## src/rtl/ckpt_seq_pkg.sv

```systemverilog
package ckpt_seq_pkg;
  // strobes from the sequencing control to the shadow datapath
  typedef struct packed {
    logic capture;   // copy the register file into the slot of the new checkpoint
    logic restore;   // present the recovery-point slot on the restore port
  } shadowCtl_t;
endpackage

```

## src/rtl/ckpt_seq_ctrl.sv

```systemverilog
module ckpt_seq_ctrl
  import ckpt_seq_pkg::*;
#(
  parameter int CN_W     = 3,
  parameter int SLOT_W   = 2,
  parameter int MAX_PEND = 2,
  parameter int K        = 3,
  parameter int OUT_W    = 3
) (
  input  logic              clk,
  input  logic              rst_n,
  input  logic              coherReq,
  input  logic              coherResp,
  input  logic [CN_W-1:0]   respCn,
  input  logic              recoverReq,
  input  logic [CN_W-1:0]   ioTagCn,
  output logic [CN_W-1:0]   activeCn,
  output logic [CN_W-1:0]   recoveryCn,
  output logic [CN_W-1:0]   pendingCnt,
  output logic              createStall,
  output logic              ioCommit,
  output shadowCtl_t        ctl,
  output logic [SLOT_W-1:0] capSlot,
  output logic [SLOT_W-1:0] restSlot
);
  localparam int NSLOT  = 2 ** SLOT_W;
  localparam int LCLK_W = $clog2(K + 1);
  localparam logic [LCLK_W-1:0] LCLK_END = LCLK_W'(K);
  localparam logic [CN_W-1:0]   PEND_MAX = CN_W'(MAX_PEND);

  logic [LCLK_W-1:0] lclk;
  logic [OUT_W-1:0]  outst [NSLOT];
  logic [SLOT_W-1:0] actSlot, rpSlot, respSlot;
  logic [CN_W-1:0]   pend, ioOff;
  logic boundaryDue, windowFull, doCreate, doValidate, oldestIdle;

  assign actSlot  = activeCn[SLOT_W-1:0];
  assign rpSlot   = recoveryCn[SLOT_W-1:0];
  assign respSlot = respCn[SLOT_W-1:0];

  assign pend        = activeCn - recoveryCn;
  assign windowFull  = (pend == PEND_MAX);
  assign boundaryDue = (lclk == LCLK_END);
  assign oldestIdle  = (outst[rpSlot] == '0);
  assign doCreate    = !recoverReq && boundaryDue && !windowFull;
  assign doValidate  = !recoverReq && (pend != '0) && oldestIdle;

  assign pendingCnt  = pend;
  assign createStall = boundaryDue && windowFull;
  assign ioOff       = ioTagCn - recoveryCn;
  assign ioCommit    = (ioOff > pend);

  assign ctl.capture = doCreate;
  assign ctl.restore = recoverReq;
  assign capSlot     = SLOT_W'(actSlot + 1'b1);
  assign restSlot    = rpSlot;

  // logical clock: counts processed requests, saturates at the boundary
  always_ff @(posedge clk) begin
    if (!rst_n)                  lclk <= '0;
    else if (recoverReq || doCreate) lclk <= '0;
    else if (coherReq && !boundaryDue) lclk <= lclk + 1'b1;
  end

  always_ff @(posedge clk) begin
    if (!rst_n) begin
      activeCn   <= '0;
      recoveryCn <= '0;
    end else if (recoverReq) begin
      activeCn   <= recoveryCn;
    end else begin
      if (doCreate)   activeCn   <= activeCn + 1'b1;
      if (doValidate) recoveryCn <= recoveryCn + 1'b1;
    end
  end

  // outstanding request count per live interval
  for (genvar s = 0; s < NSLOT; s++) begin : g_slot
    logic [OUT_W-1:0] cnt;
    logic inc, dec;
    assign inc = coherReq  && (actSlot  == SLOT_W'(s));
    assign dec = coherResp && (respSlot == SLOT_W'(s));
    always_ff @(posedge clk) begin
      if (!rst_n || recoverReq) cnt <= '0;
      else                      cnt <= cnt + OUT_W'(inc) - OUT_W'(dec);
    end
    assign outst[s] = cnt;
  end

  // window never grows past its limit
  p_pend_bound_r5: assert property (@(posedge clk) disable iff (!rst_n)
    pend <= PEND_MAX);
  // a stalled boundary leaves the active number alone
  p_stall_hold_r5: assert property (@(posedge clk) disable iff (!rst_n)
    (createStall && !recoverReq) |=> (activeCn == $past(activeCn)));
  // the active number steps by one, and only after a full interval
  p_create_step_r2: assert property (@(posedge clk) disable iff (!rst_n)
    ((activeCn != $past(activeCn)) && !$past(recoverReq)) |->
      ((activeCn == CN_W'($past(activeCn) + 1'b1)) && ($past(lclk) == LCLK_END)));
  // the recovery point moves only out of a drained interval
  p_validate_drained_r4: assert property (@(posedge clk) disable iff (!rst_n)
    (recoveryCn != $past(recoveryCn)) |-> $past(oldestIdle));
  // after a recovery nothing is pending
  p_recover_rewind_r6: assert property (@(posedge clk) disable iff (!rst_n)
    recoverReq |=> (pendingCnt == '0));
  // a response names a live interval that still has requests in flight
  p_resp_legal_r10: assert property (@(posedge clk) disable iff (!rst_n)
    coherResp |-> ((outst[respSlot] != '0) && (CN_W'(respCn - recoveryCn) <= pend)));
endmodule

```

## src/rtl/ckpt_seq_shadow.sv

```systemverilog
module ckpt_seq_shadow
  import ckpt_seq_pkg::*;
#(
  parameter int SLOT_W = 2,
  parameter int FILE_W = 16
) (
  input  logic              clk,
  input  logic              rst_n,
  input  shadowCtl_t        ctl,
  input  logic [SLOT_W-1:0] capSlot,
  input  logic [SLOT_W-1:0] restSlot,
  input  logic [FILE_W-1:0] archRegs,
  output logic              restoreValid,
  output logic [FILE_W-1:0] restoreRegs
);
  localparam int NSLOT = 2 ** SLOT_W;

  logic [FILE_W-1:0] shadow [NSLOT];

  always_ff @(posedge clk) begin
    if (!rst_n) begin
      for (int i = 0; i < NSLOT; i++) shadow[i] <= '0;
    end else if (ctl.capture) begin
      shadow[capSlot] <= archRegs;
    end
  end

  always_ff @(posedge clk) begin
    if (!rst_n) begin
      restoreValid <= 1'b0;
      restoreRegs  <= '0;
    end else begin
      restoreValid <= ctl.restore;
      if (ctl.restore) restoreRegs <= shadow[restSlot];
    end
  end

  // a capture lands in the slot of the new checkpoint
  p_capture_r3: assert property (@(posedge clk) disable iff (!rst_n)
    ctl.capture |=> (shadow[$past(capSlot)] == $past(archRegs)));
endmodule

```

## src/rtl/ckpt_seq.sv

```systemverilog
module ckpt_seq
  import ckpt_seq_pkg::*;
#(
  parameter int CN_W     = 3,
  parameter int SLOT_W   = 2,
  parameter int MAX_PEND = 2,
  parameter int K        = 3,
  parameter int OUT_W    = 3,
  parameter int NUM_REGS = 2,
  parameter int REG_W    = 8
) (
  input  logic                      clk,
  input  logic                      rst_n,
  input  logic                      coherReq,
  input  logic                      coherResp,
  input  logic [CN_W-1:0]           respCn,
  input  logic                      recoverReq,
  input  logic [NUM_REGS*REG_W-1:0] archRegs,
  input  logic [CN_W-1:0]           ioTagCn,
  output logic [CN_W-1:0]           activeCn,
  output logic [CN_W-1:0]           recoveryCn,
  output logic [CN_W-1:0]           pendingCnt,
  output logic                      createStall,
  output logic                      ioCommit,
  output logic                      restoreValid,
  output logic [NUM_REGS*REG_W-1:0] restoreRegs
);
  localparam int FILE_W = NUM_REGS * REG_W;

  shadowCtl_t        ctl;
  logic [SLOT_W-1:0] capSlot, restSlot;

  ckpt_seq_ctrl #(
    .CN_W(CN_W), .SLOT_W(SLOT_W), .MAX_PEND(MAX_PEND), .K(K), .OUT_W(OUT_W)
  ) u_ctrl (
    .clk(clk), .rst_n(rst_n), .coherReq(coherReq), .coherResp(coherResp),
    .respCn(respCn), .recoverReq(recoverReq), .ioTagCn(ioTagCn),
    .activeCn(activeCn), .recoveryCn(recoveryCn), .pendingCnt(pendingCnt),
    .createStall(createStall), .ioCommit(ioCommit), .ctl(ctl),
    .capSlot(capSlot), .restSlot(restSlot)
  );

  ckpt_seq_shadow #(
    .SLOT_W(SLOT_W), .FILE_W(FILE_W)
  ) u_shadow (
    .clk(clk), .rst_n(rst_n), .ctl(ctl), .capSlot(capSlot), .restSlot(restSlot),
    .archRegs(archRegs), .restoreValid(restoreValid), .restoreRegs(restoreRegs)
  );
endmodule

```

## config.mk

```make
export PLATFORM = sky130hd
export DESIGN_NAME = ckpt_seq
export DESIGN_NICKNAME = d
export VERILOG_FILES = /design/src/rtl/ckpt_seq_pkg.sv /design/src/rtl/ckpt_seq_ctrl.sv /design/src/rtl/ckpt_seq_shadow.sv /design/src/rtl/ckpt_seq.sv
export SDC_FILE = /design/constraint.sdc
export NUM_CORES = 1
export LEC_CHECK = 0
export BUFFER_PORTS_ARGS = -buffer_cell sky130_fd_sc_hd__clkbuf_2
export CAP_MARGIN = 20
export CORE_UTILIZATION = 53
export CTS_CLUSTER_SIZE = 30
export DETAILED_ROUTE_END_ITERATION = 8
export PLACE_DENSITY = 0.82
export SLEW_MARGIN = 20
export SYNTH_ARGS = -nofsm -noshare
export SYNTH_HDL_FRONTEND = slang
export SYNTH_SLANG_ARGS = --single-unit
```

## constraint.sdc

```tcl
create_clock -name clk -period 3.3 [get_ports clk]
set_clock_uncertainty 0.05 [all_clocks]
set_input_delay 0 -clock clk [delete_from_list [all_inputs] [get_ports clk]]
set_output_delay 0 -clock clk [all_outputs]
set_load 0.01 [all_outputs]
```

==> results_dict.tcl, run 1 <==
set metrics [dict create \
    globalRouteTotalUtil_pct 20.6 \
    highest_layer "met4" \
    drtIter0Drc 71 \
    crit_path_max_fanout 7 \
    wl_met1_um 3830 \
    numCtsBuffers 9 \
    syn_to_final_growth_pct 16.1 \
    wire_per_inst_um 16.3 \
    crit_arrival_ns 2.85 \
    syn_inst 370 \
    die_w_um 97.8 \
    p_per_area_nw_per_um2 538 \
    antenna_found_initial 0 \
    seq_power_share_pct 47.6 \
    p_switching_w 0.000924 \
    seq_area_frac_synth_pct 54.7 \
    path_clk_slew_ns 0.10 \
    drc 6 \
    tritoncts "built" \
    clock_latency_ns 0.36 \
    grt_max_degree 32 \
    whs_ns 0.0631 \
    worstMarginPinSlew_ns 0.540 \
    yosys_warnings 0 \
    start_util_pct 55.2 \
    p_clk_share_pct 24.1 \
    ant_nets 0 \
    route.met3.wl_um 499 \
    mostFrequentLayoutCells "and2_1, edfxtp_1, clkbuf_2, dfxtp_1, inv_1" \
    num_rows 34 \
    cts_resized 0 \
    cp-end-kind "flip-flop" \
    nFillCells 645 \
    dp_hpwl_um 6140 \
    critPathKind "flip-flop to flip-flop" \
    p_leak_nw 2.31 \
    finalHoldViolCount 0 \
    gp_congestion 0.846 \
    required_ns 3.32 \
    drv_cap 0 \
    overflow 0 \
    worst_slack_ns 0.474 \
    coreArea_um2 8810 \
    die_area_um2 9570 \
    fin_tns_setup_ns 0 \
    netlist_area_um2 4860 \
    worst_setup_path_start_kind "flip-flop" \
    mostFrequentLayoutCell "and2_1" \
    holdCritPathClass "primary input to flip-flop" \
    first_global_vias 3109 \
    violations "DRC" \
    nets 501 \
    cts_setup_buffers 0 \
    portBuffers 53 \
    finalPower_w 0.00304 \
    max-slew-margin-rel_pct 64.0 \
    finalSetupViolations 0 \
    cts_sinks 101 \
    route.met2.wl_um 4750 \
    cts_root_buffer "clkbuf_8" \
    synth_nets 421 \
    grt_pass1_wl_um 14900 \
    drtPass1Iterations 6 \
    htree_levels 3 \
    post-route-min-period_ns 2.83 \
    die_height_um 97.8 \
    ys_ff_latch 101 \
    outcome "finished, violations left" \
    yosys.cell_types.count 41 \
    postSynthAreaPerCell_um2 13.1 \
    min_period_over_period_pct 85.6 \
    vias 2980 \
    ir_worst_vdd_v 0.000295 \
    pre_cts_slack_ns 0.496 \
    cts.path.max_buffers 2 \
    fmax_mhz 354 \
    diodes 0 \
    p_sw_share_pct 30.4 \
    rsz0062_at_grt "no" \
    postRouteWirelength_um 9200 \
    ios 55 \
    finalMaxSlewViolations 0 \
    intPower_w 0.00211 \
    drive_gt1_share_pct 23.7 \
    routed_via_density 5.29 \
    pwr-share-comb_pct 28.3 \
    ctsHoldBuffers 16 \
]
stage by stage:
stage,util [%],std cells,instance area (µm²)
2_1_floorplan,-,370,4860
3_3_place_gp,60.2,531,5300
3_5_place_dp,60.2,531,5300
4_1_cts,64.1,563,5650
5_1_grt,64.1,563,5650
6_report,64.1,563,5650
kinds of logic (layout without fill, tap and decap cells):
| kind of cell | Yosys count | in the layout | share of synthesized area, % |
|---|---|---|---|
| flip-flops | 101 | 101 | 54.7 |
| AO/OA/AOI/OAI | 15 | 15 | 2.65 |
| adder cells (fa/ha/maj) | 24 | 24 | 7.10 |
| buffers and inverters | 44 | 129 | 3.86 |
| XOR/XNOR | 15 | 15 | 3.01 |
| multiplexers | 35 | 35 | 11.3 |
| AND/OR/NAND/NOR | 136 | 136 | 17.3 |
path summary, 6_finish.rpt:
kind	slack, ns	from	depth (start not counted)	endpoint
worst max register to register	0.47	u_ctrl.activeCn[0]	10	u_shadow.shadow[2][9]
worst min-delay path	0.06	coherReq	4	u_ctrl.g_slot[3].cnt[0]
worst max-delay path	0.47	u_ctrl.activeCn[0]	10	u_shadow.shadow[2][9]
worst min register to register	0.47	u_ctrl.lclk[1]	2	u_ctrl.lclk[1]
synthesized netlist by cell type:
master	number	share of area (%)
buf_2	3	0.31
a31oi_1	1	0.13
nor4b_1	2	0.36
mux4_2	16	7.4
o32ai_1	1	0.18
ha_1	18	4.6
and3b_1	1	0.18
fa_1	6	2.5
nand3_1	1	0.10
mux2i_1	19	3.9
o21ai_4	1	0.33
and3_1	2	0.26
inv_2	1	0.077
a32oi_1	1	0.18
buf_6	2	0.46
a311oi_1	1	0.18
and2_1	78	10
nor2b_1	18	2.3
a21boi_0	1	0.15
nand2b_1	7	0.90
nor2_1	9	0.69
dfxtp_1	37	15
o41ai_1	1	0.18
or4b_2	1	0.21
xnor3_2	1	0.49
nor3b_1	1	0.15
inv_1	27	2.1
edfxtp_1	64	40
nor3_1	5	0.51
buf_1	4	0.31
xor2_1	2	0.36
buf_4	1	0.15
o211a_1	1	0.21
nand2_1	8	0.62
clkbuf_1	6	0.46
nor4_1	1	0.13
a211oi_4	1	0.41
nor4_4	2	0.87
a2111oi_0	1	0.18
o21ai_0	5	0.51
xnor2_1	12	2.2
critical path, cell delays in order, from the launching register on:
cell and delay, ns:
dfxtp_1 0.32, inv_1 0.18, ha_1 0.18, inv_1 0.04, fa_1 0.40, xnor3_2 0.34, inv_2 0.08, a211oi_4 0.24
and3_1 0.20, nand2b_1 0.28, buf_4 0.23
area by class of cell:
class | count | area, µm² | share of cell area, %
sequential | 101 | 2660 | 47.1
multi-input combinational | 225 | 2010 | 35.7
timing repair buffer | 85 | 546 | 9.66
clock buffer | 10 | 138 | 2.44
tap | 108 | 135 | 2.39
inverter | 28 | 105 | 1.86
clock inverter | 6 | 47.5 | 0.842
layer usage:
| metal | vias to the layer above | track usage [%] |
|---|---|---|
| li1 | 1433 | - |
| met2 | 78 | 37.3 |
| met3 | 10 | 4.29 |
| met4 | 0 | 7.93 |
| met1 | 1459 | 24.1 |
| met5 | - | 0 |
flip-flops by register name (all words and copies together), names as in the netlist:
register,cells
u_shadow.restoreRegs,16
u_ctrl.g_slot.cnt,12
u_ctrl.activeCn,3
u_shadow.shadow,64
u_shadow.restoreValid,1
u_ctrl.lclk,2
u_ctrl.recoveryCn,3
power groups by stage:
stage | registers (W) | clock network [W] | logic (W)
after global routing | 0.00146 | 0.000794 | 0.000948
after detailed placement | 0.00148 | 0 | 0.000857
after CTS | 0.00145 | 0.000736 | 0.000875
after floorplan | 0.00150 | 0 | 0.000585
after global placement | 0.00147 | 0 | 0.000829
final | 0.00145 | 0.000732 | 0.000858
Note: power is estimated with default switching activity, not from simulation.
==> inputs of run 2 (changes only) <==
CORE_ASPECT_RATIO = 0.75   (was not set)
CORE_UTILIZATION = 55   (was 53)
clock period = 3.6 ns   (was 3.3 ns; I/O delays follow)
==> run 2 against run 1 <==
The run now ends clean. Cell count decreased by 0.36%. Setup slack improved by 0.15 ns. Flip-flop and latch count unchanged. Largest cell class unchanged.
==> results_dict.tcl, run 2 (synthesis results as in run 1) <==
set metrics [dict create \
    outcome "complete, no violations" \
    rsz0062_at_grt "no" \
    nFillCells 621 \
    vias 2969 \
    multi_input_area_um2 2010 \
    route.met2.wl_um 4770 \
    die_w_um 111 \
    reg2reg_to "u_shadow.shadow[2][6]" \
    drtPass1Iterations 4 \
    holdPathStages 4 \
    fmax_mhz 336 \
    finalSetupViolations 0 \
    htree_levels 3 \
    grt_pass1_wl_um 15900 \
    postLayoutCellArea_um2 5720 \
    ant_nets 0 \
    path_clk_slew_ns 0.07 \
    nets 499 \
    place_area_um2 5290 \
    finalMaxSlewViolations 0 \
    crit_arrival_ns 2.97 \
    register_area_um2 2660 \
    max-slew-margin-rel_pct 55.6 \
    dp_hpwl_um 6240 \
    wl_met1_um 4320 \
    drtIter0Drc 115 \
    die_height_um 83.4 \
    reg2reg_from "u_ctrl.activeCn[0]" \
    antenna_found_initial 0 \
    route.met3.wl_um 476 \
    portBuffers 53 \
    mostFrequentLayoutCell "and2_1" \
    start_util_pct 57.1 \
    cts.path.max_buffers 2 \
    p_per_area_nw_per_um2 530 \
    cts_setup_buffers 0 \
    crit_path_max_fanout 10 \
    fin_cells 561 \
    mostFrequentLayoutCells "and2_1, edfxtp_1, clkbuf_2, dfxtp_1, inv_1" \
    routed_via_density 5.29 \
    finalHoldViolCount 0 \
    finalPower_w 0.00303 \
    globalRouteTotalUtil_pct 22.7 \
    largest_register_ffs 64 \
    critPathKind "flip-flop to flip-flop" \
    required_ns 3.59 \
    tritoncts "built" \
    diodes 0 \
    drv_cap 0 \
    final_util_pct 67.1 \
    numCtsBuffers 9 \
    syn_to_final_growth_pct 17.6 \
    worst_setup_path_start_kind "flip-flop" \
    fin_tns_setup_ns 0 \
    num_rows 29 \
    cts_sinks 101 \
    holdCritPathClass "primary input to flip-flop" \
    reg2regPathDepth 9 \
    post-route-min-period_ns 2.98 \
    clock_latency_ns 0.34 \
    die_area_um2 9230 \
    drc 0 \
    coreArea_um2 8530 \
    grt_max_degree 33 \
    first_global_vias 3091 \
    cp-end-kind "flip-flop" \
    place_inst 529 \
    r2r_slack_ns 0.62 \
    postRouteWirelength_um 9700 \
    cts_resized 0 \
    biggestRegsByFlops "u_shadow.shadow x64, u_shadow.restoreRegs x16, u_ctrl.g_slot.cnt x12" \
    regMostFlops "u_shadow.shadow" \
    worstHoldStart "coherReq" \
    gp_congestion 0.799 \
    wire_per_inst_um 17.3 \
    overflow 0 \
    highest_layer "met4" \
    p_leak_nw 2.34 \
    worstMarginPinSlew_ns 0.667 \
    drive_gt1_share_pct 23.2 \
    ir_worst_vdd_v 0.000244 \
    ios 55 \
    cts_root_buffer "clkbuf_16" \
    min_period_over_period_pct 82.8 \
    min_to "u_ctrl.lclk[0]" \
]
-- run 2: cell types whose count changed in the layout (fill, tap and decap cells not counted) --
cell        previous run  this run
buf_4                 16        14
inv_8                  1         0
clkbuf_1               0         1
clkinvlp_4             3         2
clkbuf_8              10         0
inv_6                  0         2
clkbuf_16              0         9
-- run 2: worst max path at each step --
| stage | to | cells after the start | slack, ns | from |
|---|---|---|---|---|
| 2_1_floorplan | u_shadow.shadow[3][0] | 6 | 0.12 | u_ctrl.recoveryCn[1] |
| 3_3_place_gp | u_shadow.shadow[2][9] | 9 | 0.69 | u_ctrl.activeCn[0] |
| 3_5_place_dp | u_shadow.shadow[2][9] | 9 | 0.64 | u_ctrl.activeCn[0] |
| 4_1_cts | u_shadow.shadow[2][14] | 9 | 0.63 | u_ctrl.activeCn[0] |
| 5_1_grt | u_shadow.shadow[2][6] | 9 | 0.48 | u_ctrl.activeCn[0] |
| 6_report | u_shadow.shadow[2][6] | 9 | 0.62 | u_ctrl.activeCn[0] |
-- run 2: routing by layer --
| metal | track usage, % | vias up |
|---|---|---|
| met5 | 0 | - |
| met4 | 7.52 | 0 |
| met3 | 3.94 | 12 |
| met2 | 37.9 | 69 |
| met1 | 30.3 | 1451 |
| li1 | - | 1437 |
-- run 2: metrics by stage --
stage | hold WS, ns | worst slack (ns)
floorplan | 0.148 | 0.125
global placement | 0.259 | 0.693
detailed placement | 0.267 | 0.638
CTS | 0.0917 | 0.628
global route | 0.138 | 0.482
finish | 0.102 | 0.619
-- run 2: what timing repair did --
action / CTS / global route
setup endpoints to repair: 0 / 0
hold buffers: 16 / 0
hold endpoints to repair: 64 / 0
-- run 2: final cells by class --
| cell class | instances | area share (%) |
|---|---|---|
| clock buffers | 10 | 4.00 |
| well taps | 108 | 2.36 |
| repair buffers | 83 | 9.27 |
| inverters | 28 | 1.84 |
| clock inverters | 6 | 0.809 |
| multi-input cells | 225 | 35.2 |
| flip-flops and latches | 101 | 46.5 |
-- run 2: critical path, cell delays in order, from the launching register on --
cell and delay (ns):
dfxtp_1 0.57, inv_1 0.22, ha_1 0.25, inv_1 0.06, fa_1 0.47, and2_1 0.23, a211oi_4 0.26, and3_1 0.21
nand2b_1 0.13, buf_4 0.23
-- run 2: report_power, final --
group | switching [W] | internal (W) | leakage [nW]
clock network | 0.000433 | 0.000474 | 0.129
logic | 0.000424 | 0.000367 | 1.25
registers | 0.0000380 | 0.00130 | 0.963
